**src/rtl/irq_agg_pkg.sv**
```systemverilog
package irq_agg_pkg;
   localparam int ADDR_CTRL      = 0;
   localparam int ADDR_FLAG_BASE = 1;

   function automatic int en_base(input int n_banks);
      return ADDR_FLAG_BASE + n_banks;
   endfunction

   function automatic int regs_used(input int n_banks);
      return 1 + 2 * n_banks;
   endfunction
endpackage

```
**src/rtl/irq_src_bank.sv**
```systemverilog
module irq_src_bank #(
   parameter int               W    = 8,
   parameter logic [W-1:0]     IMPL = '1
) (
   input  logic         clk,
   input  logic         rst_n,
   input  logic [W-1:0] set_i,
   input  logic         flag_we,
   input  logic [W-1:0] flag_wd,
   input  logic         en_we,
   input  logic [W-1:0] en_wd,
   output logic [W-1:0] flag_o,
   output logic [W-1:0] en_o,
   output logic         pend_o
);
   for (genvar i = 0; i < W; i++) begin : g_bit
      if (IMPL[i]) begin : g_live
         logic f_q;
         logic e_q;
         always_ff @(posedge clk or negedge rst_n) begin
            if (!rst_n) begin
               f_q <= 1'b0;
               e_q <= 1'b0;
            end else begin
               f_q <= (flag_we ? flag_wd[i] : f_q) | set_i[i];
               if (en_we) e_q <= en_wd[i];
            end
         end
         assign flag_o[i] = f_q;
         assign en_o[i]   = e_q;
      end else begin : g_absent
         assign flag_o[i] = 1'b0;
         assign en_o[i]   = 1'b0;
      end
   end

   assign pend_o = |(flag_o & en_o);
endmodule

```
**src/rtl/irq_gate_ctrl.sv**
```systemverilog
module irq_gate_ctrl (
   input  logic clk,
   input  logic rst_n,
   input  logic we,
   input  logic ge_wd,
   input  logic pge_wd,
   input  logic ack,
   input  logic ret,
   output logic ge,
   output logic pge
);
   always_ff @(posedge clk or negedge rst_n) begin
      if (!rst_n) begin
         ge  <= 1'b0;
         pge <= 1'b0;
      end else begin
         if (ack)      ge <= 1'b0;
         else if (ret) ge <= 1'b1;
         else if (we)  ge <= ge_wd;
         if (we) pge <= pge_wd;
      end
   end
endmodule

```
**src/rtl/irq_combine.sv**
```systemverilog
module irq_combine #(
   parameter int NPB = 2
) (
   input  logic           ge,
   input  logic           pge,
   input  logic           core_pend,
   input  logic [NPB-1:0] per_pend,
   output logic           req
);
   logic group_req;
   assign group_req = pge & (|per_pend);
   assign req       = ge & (core_pend | group_req);
endmodule

```
**src/rtl/irq_aggregator.sv**
```systemverilog
module irq_aggregator
   import irq_agg_pkg::*;
#(
   parameter int                   DW       = 8,
   parameter int                   AW       = 3,
   parameter int                   NCORE    = 3,
   parameter int                   NPB      = 2,
   parameter logic [NPB*DW-1:0]    PER_IMPL = 16'h1DFF,
   parameter int                   VW       = 13,
   parameter logic [VW-1:0]        VECTOR   = 13'h0004
) (
   input  logic                clk,
   input  logic                rst_n,
   input  logic                wr_en,
   input  logic [AW-1:0]       addr,
   input  logic [DW-1:0]       wdata,
   output logic [DW-1:0]       rdata,
   input  logic [NCORE-1:0]    src_core,
   input  logic [NPB*DW-1:0]   src_per,
   input  logic                irq_ack,
   input  logic                irq_ret,
   output logic                irq_req,
   output logic [VW-1:0]       irq_vector
);
   localparam int BIT_GE   = DW - 1;
   localparam int BIT_PGE  = DW - 2;
   localparam int EN_LO    = NCORE;
   localparam int EN_BASE  = en_base(NPB);

   if (DW < 2 + 2 * NCORE) begin : g_chk_dw
      $error("control register too narrow for core sources");
   end
   if (regs_used(NPB) > (1 << AW)) begin : g_chk_aw
      $error("address space too small for register banks");
   end

   logic                      ge, pge;
   logic                      ctrl_we;
   logic [NCORE-1:0]          core_flag, core_en;
   logic                      core_pend;
   logic [NPB-1:0][DW-1:0]    per_flag, per_en;
   logic [NPB-1:0]            per_pend;

   assign ctrl_we = wr_en && (addr == AW'(ADDR_CTRL));

   irq_gate_ctrl u_gate (
      .clk    (clk),
      .rst_n  (rst_n),
      .we     (ctrl_we),
      .ge_wd  (wdata[BIT_GE]),
      .pge_wd (wdata[BIT_PGE]),
      .ack    (irq_ack),
      .ret    (irq_ret),
      .ge     (ge),
      .pge    (pge)
   );

   irq_src_bank #(.W(NCORE), .IMPL({NCORE{1'b1}})) u_core (
      .clk     (clk),
      .rst_n   (rst_n),
      .set_i   (src_core),
      .flag_we (ctrl_we),
      .flag_wd (wdata[NCORE-1:0]),
      .en_we   (ctrl_we),
      .en_wd   (wdata[EN_LO +: NCORE]),
      .flag_o  (core_flag),
      .en_o    (core_en),
      .pend_o  (core_pend)
   );

   for (genvar g = 0; g < NPB; g++) begin : g_bank
      logic f_we, e_we;
      assign f_we = wr_en && (addr == AW'(ADDR_FLAG_BASE + g));
      assign e_we = wr_en && (addr == AW'(EN_BASE + g));
      irq_src_bank #(.W(DW), .IMPL(PER_IMPL[g*DW +: DW])) u_per (
         .clk     (clk),
         .rst_n   (rst_n),
         .set_i   (src_per[g*DW +: DW]),
         .flag_we (f_we),
         .flag_wd (wdata),
         .en_we   (e_we),
         .en_wd   (wdata),
         .flag_o  (per_flag[g]),
         .en_o    (per_en[g]),
         .pend_o  (per_pend[g])
      );
   end

   irq_combine #(.NPB(NPB)) u_comb (
      .ge        (ge),
      .pge       (pge),
      .core_pend (core_pend),
      .per_pend  (per_pend),
      .req       (irq_req)
   );

   always_comb begin
      rdata = '0;
      if (addr == AW'(ADDR_CTRL)) begin
         rdata[BIT_GE]            = ge;
         rdata[BIT_PGE]           = pge;
         rdata[EN_LO +: NCORE]    = core_en;
         rdata[NCORE-1:0]         = core_flag;
      end
      for (int g = 0; g < NPB; g++) begin
         if (addr == AW'(ADDR_FLAG_BASE + g)) rdata = per_flag[g];
         if (addr == AW'(EN_BASE + g))        rdata = per_en[g];
      end
   end

   assign irq_vector = VECTOR;
endmodule

```
**config.mk**
```make
export PLATFORM = sky130hd
export DESIGN_NAME = irq_aggregator
export DESIGN_NICKNAME = d
export VERILOG_FILES = /design/src/rtl/irq_agg_pkg.sv /design/src/rtl/irq_src_bank.sv /design/src/rtl/irq_gate_ctrl.sv /design/src/rtl/irq_combine.sv /design/src/rtl/irq_aggregator.sv
export SDC_FILE = /design/constraint.sdc
export NUM_CORES = 1
export LEC_CHECK = 0
export BUFFER_PORTS_ARGS = -buffer_cell sky130_fd_sc_hd__buf_2
export CORE_MARGIN = 2
export CORE_UTILIZATION = 46
export CTS_CLUSTER_DIAMETER = 150
export DETAILED_ROUTE_END_ITERATION = 12
export PLACE_DENSITY = 0.78
export SLEW_MARGIN = 20
export SYNTH_ARGS = -nofsm -noshare
export SYNTH_HDL_FRONTEND = slang
export SYNTH_SLANG_ARGS = --single-unit
```
**constraint.sdc**
```tcl
create_clock -name clk -period 1.1 [get_ports clk]
set_input_delay 0.11 -clock clk [delete_from_list [all_inputs] [get_ports clk]]
set_output_delay 0.11 -clock clk [all_outputs]
set_load 0.05 [all_outputs]
```
Word-level counts from Yosys, hierarchy flattened. Index checks and enable logic that the tools add are counted.

Bits of input ports: 35. Output and inout port bits: 22. Bits in registers: 32.

Mux-type cells: 23. Eq/ne operators: 4. Reduce and logical (&&, ||, !) cells: 9. Bitwise logic cells: 21.

Operators by type and width (count): two-way mux 8 bit (5); two-way mux 1 bit (18); OR 1 bit (16); OR reduction 16 bit (1); bitwise AND 8 bit (1); equality test 3 x 2 -> 1 bit, second input constant (2); bitwise AND 5 bit (1); logical AND 1 bit (5); bitwise AND 3 bit (1); equality test 3 x 1 -> 1 bit, second input constant (1); equality test 3 bit, second input constant (1); logical NOT 3 bit (1); nonzero test 3 bit (1); OR reduction 3 bit (1); bitwise AND 1 bit (2).

Logic depth before layout (Yosys ltp).
Word-level depth: 6. Mapped depth: 6. Mapped depth without buffers: 4.

Cells and area by module. A second synthesis with hierarchy kept.

Cell total of the unflattened synthesis: 209. Area total of the unflattened synthesis: 2154.6 um^2.

Modules (own cells, without submodules): irq_src_bank at g_bank[0].u_per (area an instance 790.8 um^2, cells each 63, sequential area each 400.4 um^2, times used 1); irq_aggregator (area an instance 529.3 um^2, cells each 74, sequential area each 0.0 um^2, times used 1); irq_src_bank at g_bank[1].u_per (area an instance 447.9 um^2, cells each 40, sequential area each 200.2 um^2, times used 1); irq_src_bank at u_core (area an instance 287.8 um^2, cells each 23, sequential area each 150.1 um^2, times used 1); irq_gate_ctrl (area an instance 80.1 um^2, cells each 6, sequential area each 50.0 um^2, times used 1); irq_combine (area an instance 18.8 um^2, cells each 3, sequential area each 0.0 um^2, times used 1).

Least setup slack after synthesis. OpenSTA, ideal clock, no wires.

Kind: flip-flop to output port. Start point: register g_bank[1].u_per.g_bit[3].g_live.e_q. End point: output irq_req. Data arrival time: 1686 ps. Buffers on the path: 0. Cell stages (with the launch flop): 5. Data required time: 990 ps. Path slack: -696 ps. Path through: dfrtp_1 a22oi_1 nand2_1 o31ai_1 a21boi_0.

Longest elaborated chain between the ends: 5.

Ends and longest elaborated chain: start, declared (line irq_src_bank.sv:19) `logic e_q;`; start signal, assigned (line irq_src_bank.sv:26) `if (en_we) e_q <= en_wd[i];`; bitwise AND 5 bit (line irq_src_bank.sv:37) `assign pend_o = |(flag_o & en_o);`; OR reduction 16 bit (line irq_combine.sv:11) `assign group_req = pge & (|per_pend);`; bitwise AND 1 bit (line irq_combine.sv:11); OR 1 bit (line irq_combine.sv:12) `assign req = ge & (core_pend | group_req);`; bitwise AND 1 bit (line irq_combine.sv:12); end, declared (line irq_aggregator.sv:22) `output logic irq_req,`.

Every way passes these cells.

Worst setup path in the final report.
Start point: register g_bank[0].u_per.g_bit[5].g_live.f_q. End point: output irq_req.

Longest elaborated chain between the ends: 5.

Ends and longest elaborated chain: start, declared (line irq_src_bank.sv:18) `logic f_q;`; start signal, assigned (line irq_src_bank.sv:25) `f_q <= (flag_we ? flag_wd[i] : f_q) | set_i[i];`; bitwise AND 8 bit (line irq_src_bank.sv:37); OR reduction 16 bit (line irq_combine.sv:11); bitwise AND 1 bit (line irq_combine.sv:11); OR 1 bit (line irq_combine.sv:12); bitwise AND 1 bit (line irq_combine.sv:12).

Every way passes these cells.

==> impl_metrics.json <==
{
  "worstReg2RegStart": "g_bank[0].u_per.g_bit[6].g_live.f_q",
  "endpoint_kind": "primary output",
  "final_nets": 257,
  "area_delta_synth_final_pct": 39.2,
  "worstSetupPathType": "flop to primary output",
  "ff2ff_path_depth": 3,
  "utilization": 0.681,
  "routedWlPerCell_um": 17.5,
  "ys_seq_area_frac": 0.437,
  "clkSlewWorstSetupHoldPaths_ns": 0.07,
  "grtUsageMet1": 0.299,
  "clock_latency_ns": 0.29,
  "dp.cells": 259,
  "status": "finished, violations left",
  "hold_class": "input port to flop",
  "fin_worst_skew_ns": 0,
  "cap_viol_max_count": 0,
  "pin_count": 57,
  "finalCritPeriodShare": 1.52,
  "crit_fanout": 3,
  "worst_ir_drop_vdd_mv": 1.00,
  "htree_levels": 2,
  "start_util": 0.489,
  "rows": 22,
  "placeableCoreArea_mm2": 0.00374,
  "gp_congestion": 0.845,
  "cts_buffers": 5,
  "die_x_um": 67.1,
  "setup.worst_path.start_class": "flop",
  "netlist.area_leader.share": 0.437,
  "antenna_found_initial": 0,
  "clockRootBuffer": "clkbuf_8",
  "gr-total-overflow": 0,
  "reg2reg_to": "g_bank[0].u_per.g_bit[6].g_live.f_q",
  "p_total_w": 0.00376,
  "ys_types": 29,
  "finalSetupViolCount": 9,
  "drc": 0,
  "layoutNonFillerInstCount": 271,
  "synth-seq-cells": 32,
  "grt_use_total": 0.239,
  "hold_ws_ns": 0.00723,
  "avgViaCountPerCell": 5.36,
  "required_ns": 0.99,
  "dr.pass1.iters": 4,
  "yosysWarnings": 0,
  "grt_max_degree": 18,
  "worstHoldStart": "src_per[6]",
  "synth_area_mm2": 0.00183,
  "antenna_cells": 0,
  "hold_end": "g_bank[0].u_per.g_bit[6].g_live.f_q",
  "grt_pass1_vias": 1574,
  "fp.dieArea_mm2": 0.00450,
  "cts_sinks": 32,
  "setup_ws_ns": -0.568,
  "met3_usage": 0.0490,
  "place_hpwl_mm": 3.52,
  "hold_viol_final": 0,
  "drt-total-wl_mm": 4.74,
  "violations": "setup timing",
  "timing.final.crit_period_ns": 1.67,
  "grt_first_pass_wirelength_mm": 7.76,
  "synth_cells": 153,
  "powerDensity_mw_per_mm2": 1480,
  "rrSetupSlack_ns": 0.07,
  "cts_tree": "yes",
  "layout-drive-gt1-share": 0.565,
  "top_usage_layer": "met2",
  "synth_top_cell_by_area": "dfrtp_1",
  "avgSynthCellArea_um2": 12.0,
  "arrival_ns": 1.56,
  "drtAntennaViolNets": 0,
  "num_vias": 1452,
  "rsz0062_at_grt": "true",
  "synthTopCellsByArea": "dfrtp_1, mux2_2, a211o_1, buf_4, nor2b_1",
  "first_iter_violations": 78,
  "grt_use_met2": 0.411,
  "die_y_um": 67.1,
  "p_leak_nw": 1.11,
  "fmax_mhz": 599,
  "port_buffers": 39,
  "clockBufferDepth": 2,
  "min_path_cells": 2,
  "slew_violations": 0,
  "fill_cells": 270
}
[how the worst max path moves through the flow]
| stage | start | end | slack (ns) | cells past startpoint |
|---|---|---|---|---|
| 6_report | g_bank[0].u_per.g_bit[5].g_live.f_q | irq_req | -0.57 | 5 |
| 5_1_grt | g_bank[0].u_per.g_bit[5].g_live.f_q | irq_req | -0.59 | 5 |
| 4_1_cts | g_bank[0].u_per.g_bit[4].g_live.e_q | irq_req | -0.59 | 5 |
| 3_5_place_dp | g_bank[0].u_per.g_bit[5].g_live.e_q | irq_req | -0.33 | 5 |
| 3_3_place_gp | addr[0] | u_core.g_bit[0].g_live.e_q | -0.28 | 5 |
| 2_1_floorplan | addr[0] | rdata[3] | -0.09 | 5 |
[cells by family after synthesis]
logic type / after synthesis / synth area share
and+or+nand+nor: 37 / 0.136
AOI/OAI and AO/OA: 33 / 0.146
DFF: 32 / 0.437
buffers and inverters: 25 / 0.105
muxes: 24 / 0.171
other: 2 / 0.00410
[flip-flops by register name, indices dropped and copies added (netlist names)]
signal,cells
g_bank.u_per.g_bit.g_live.e_q,12
g_bank.u_per.g_bit.g_live.f_q,12
u_core.g_bit.g_live.e_q,3
u_core.g_bit.g_live.f_q,3
u_gate.ge,1
u_gate.pge,1
[timing repair]
| action | in CTS | in global routing |
|---|---|---|
| hold buffers | 3 | 0 |
| setup endpoints to repair | 11 | 13 |
| pin swaps | 7 | 6 |
| hold endpoints to repair | 17 | 0 |
| setup buffers | 1 | 0 |
| gates resized for setup | 22 | 6 |
[cell usage in the layout, fill, tap and decap left out, drive strengths merged]
master and instances:
buf 69, dfrtp 32, mux2 19, nor2b 16, a211o 15, conb 13
a22oi 9, nand2 8, nor2 7, clkbuf 6, mux4 4, inv 4
o22ai 4, dlygate4sd3 3, and4bb 2, mux2i 1, a31oi 1, or2 1
nor3 1, a222oi 1, o31ai 1, a21boi 1, nor4b 1, nand4b 1
a211oi 1, clkinv 1, bufinv 1
[synth_stat cells]
cell type  number
a211o_1        15
a211oi_2        1
a21boi_0        1
a222oi_1        1
a22oi_1         9
a31oi_1         1
and4bb_1        1
and4bb_4        1
buf_2           1
buf_4          13
buf_6           5
buf_8           1
clkbuf_1        1
conb_1          2
dfrtp_1        32
inv_1           4
mux2_2         19
mux2i_1         1
mux4_2          4
nand2_1         8
nand4b_2        1
nor2_1          7
nor2b_1        15
nor2b_2         1
nor3_4          1
nor4b_4         1
o22ai_1         4
o31ai_1         1
or2_2           1
[worst max-delay path, stage by stage, from the launching register on]
cell      delay [ns]
dfrtp_1         0.41
a22oi_2         0.26
nand2_2         0.12
o31ai_4         0.25
a21boi_2        0.08
buf_6           0.16
[routing by layer]
layer,share of wire,vias up
met5,0,-
li1,-,674
met3,0.045,4
met2,0.54,43
met1,0.40,731
met4,0.0072,0
[metrics by stage]
step | cell area, µm² | setup TNS [ns] | setup WS, ns
after floorplan | 2030 | -0.559 | -0.0933
after global placement | 2310 | -7.47 | -0.284
after detailed placement | 2310 | -8.64 | -0.328
after CTS | 2530 | -4.14 | -0.586
after global routing | 2550 | -4.43 | -0.593
final | 2550 | -4.03 | -0.568
[final cells by class]
| type | count | area (µm²) | area share |
|---|---|---|---|
| multi-input cells | 107 | 1040 | 0.407 |
| well taps | 48 | 60.1 | 0.0236 |
| repair buffers | 72 | 529 | 0.208 |
| inverters | 4 | 15.0 | 0.00589 |
| clock inverters | 2 | 35.0 | 0.0137 |
| flip-flops and latches | 32 | 801 | 0.314 |
| clock buffers | 6 | 72.6 | 0.0285 |
[power breakdown]
part / internal [W] / switching, W / leakage (nW)
Sequential: 0.00133 / 0.000117 / 0.341
Combinational: 0.000568 / 0.000623 / 0.715
Clock: 0.000672 / 0.000454 / 0.0552
Total: 0.00257 / 0.00119 / 1.11
No activity file was read; power rests on OpenSTA's default activity.
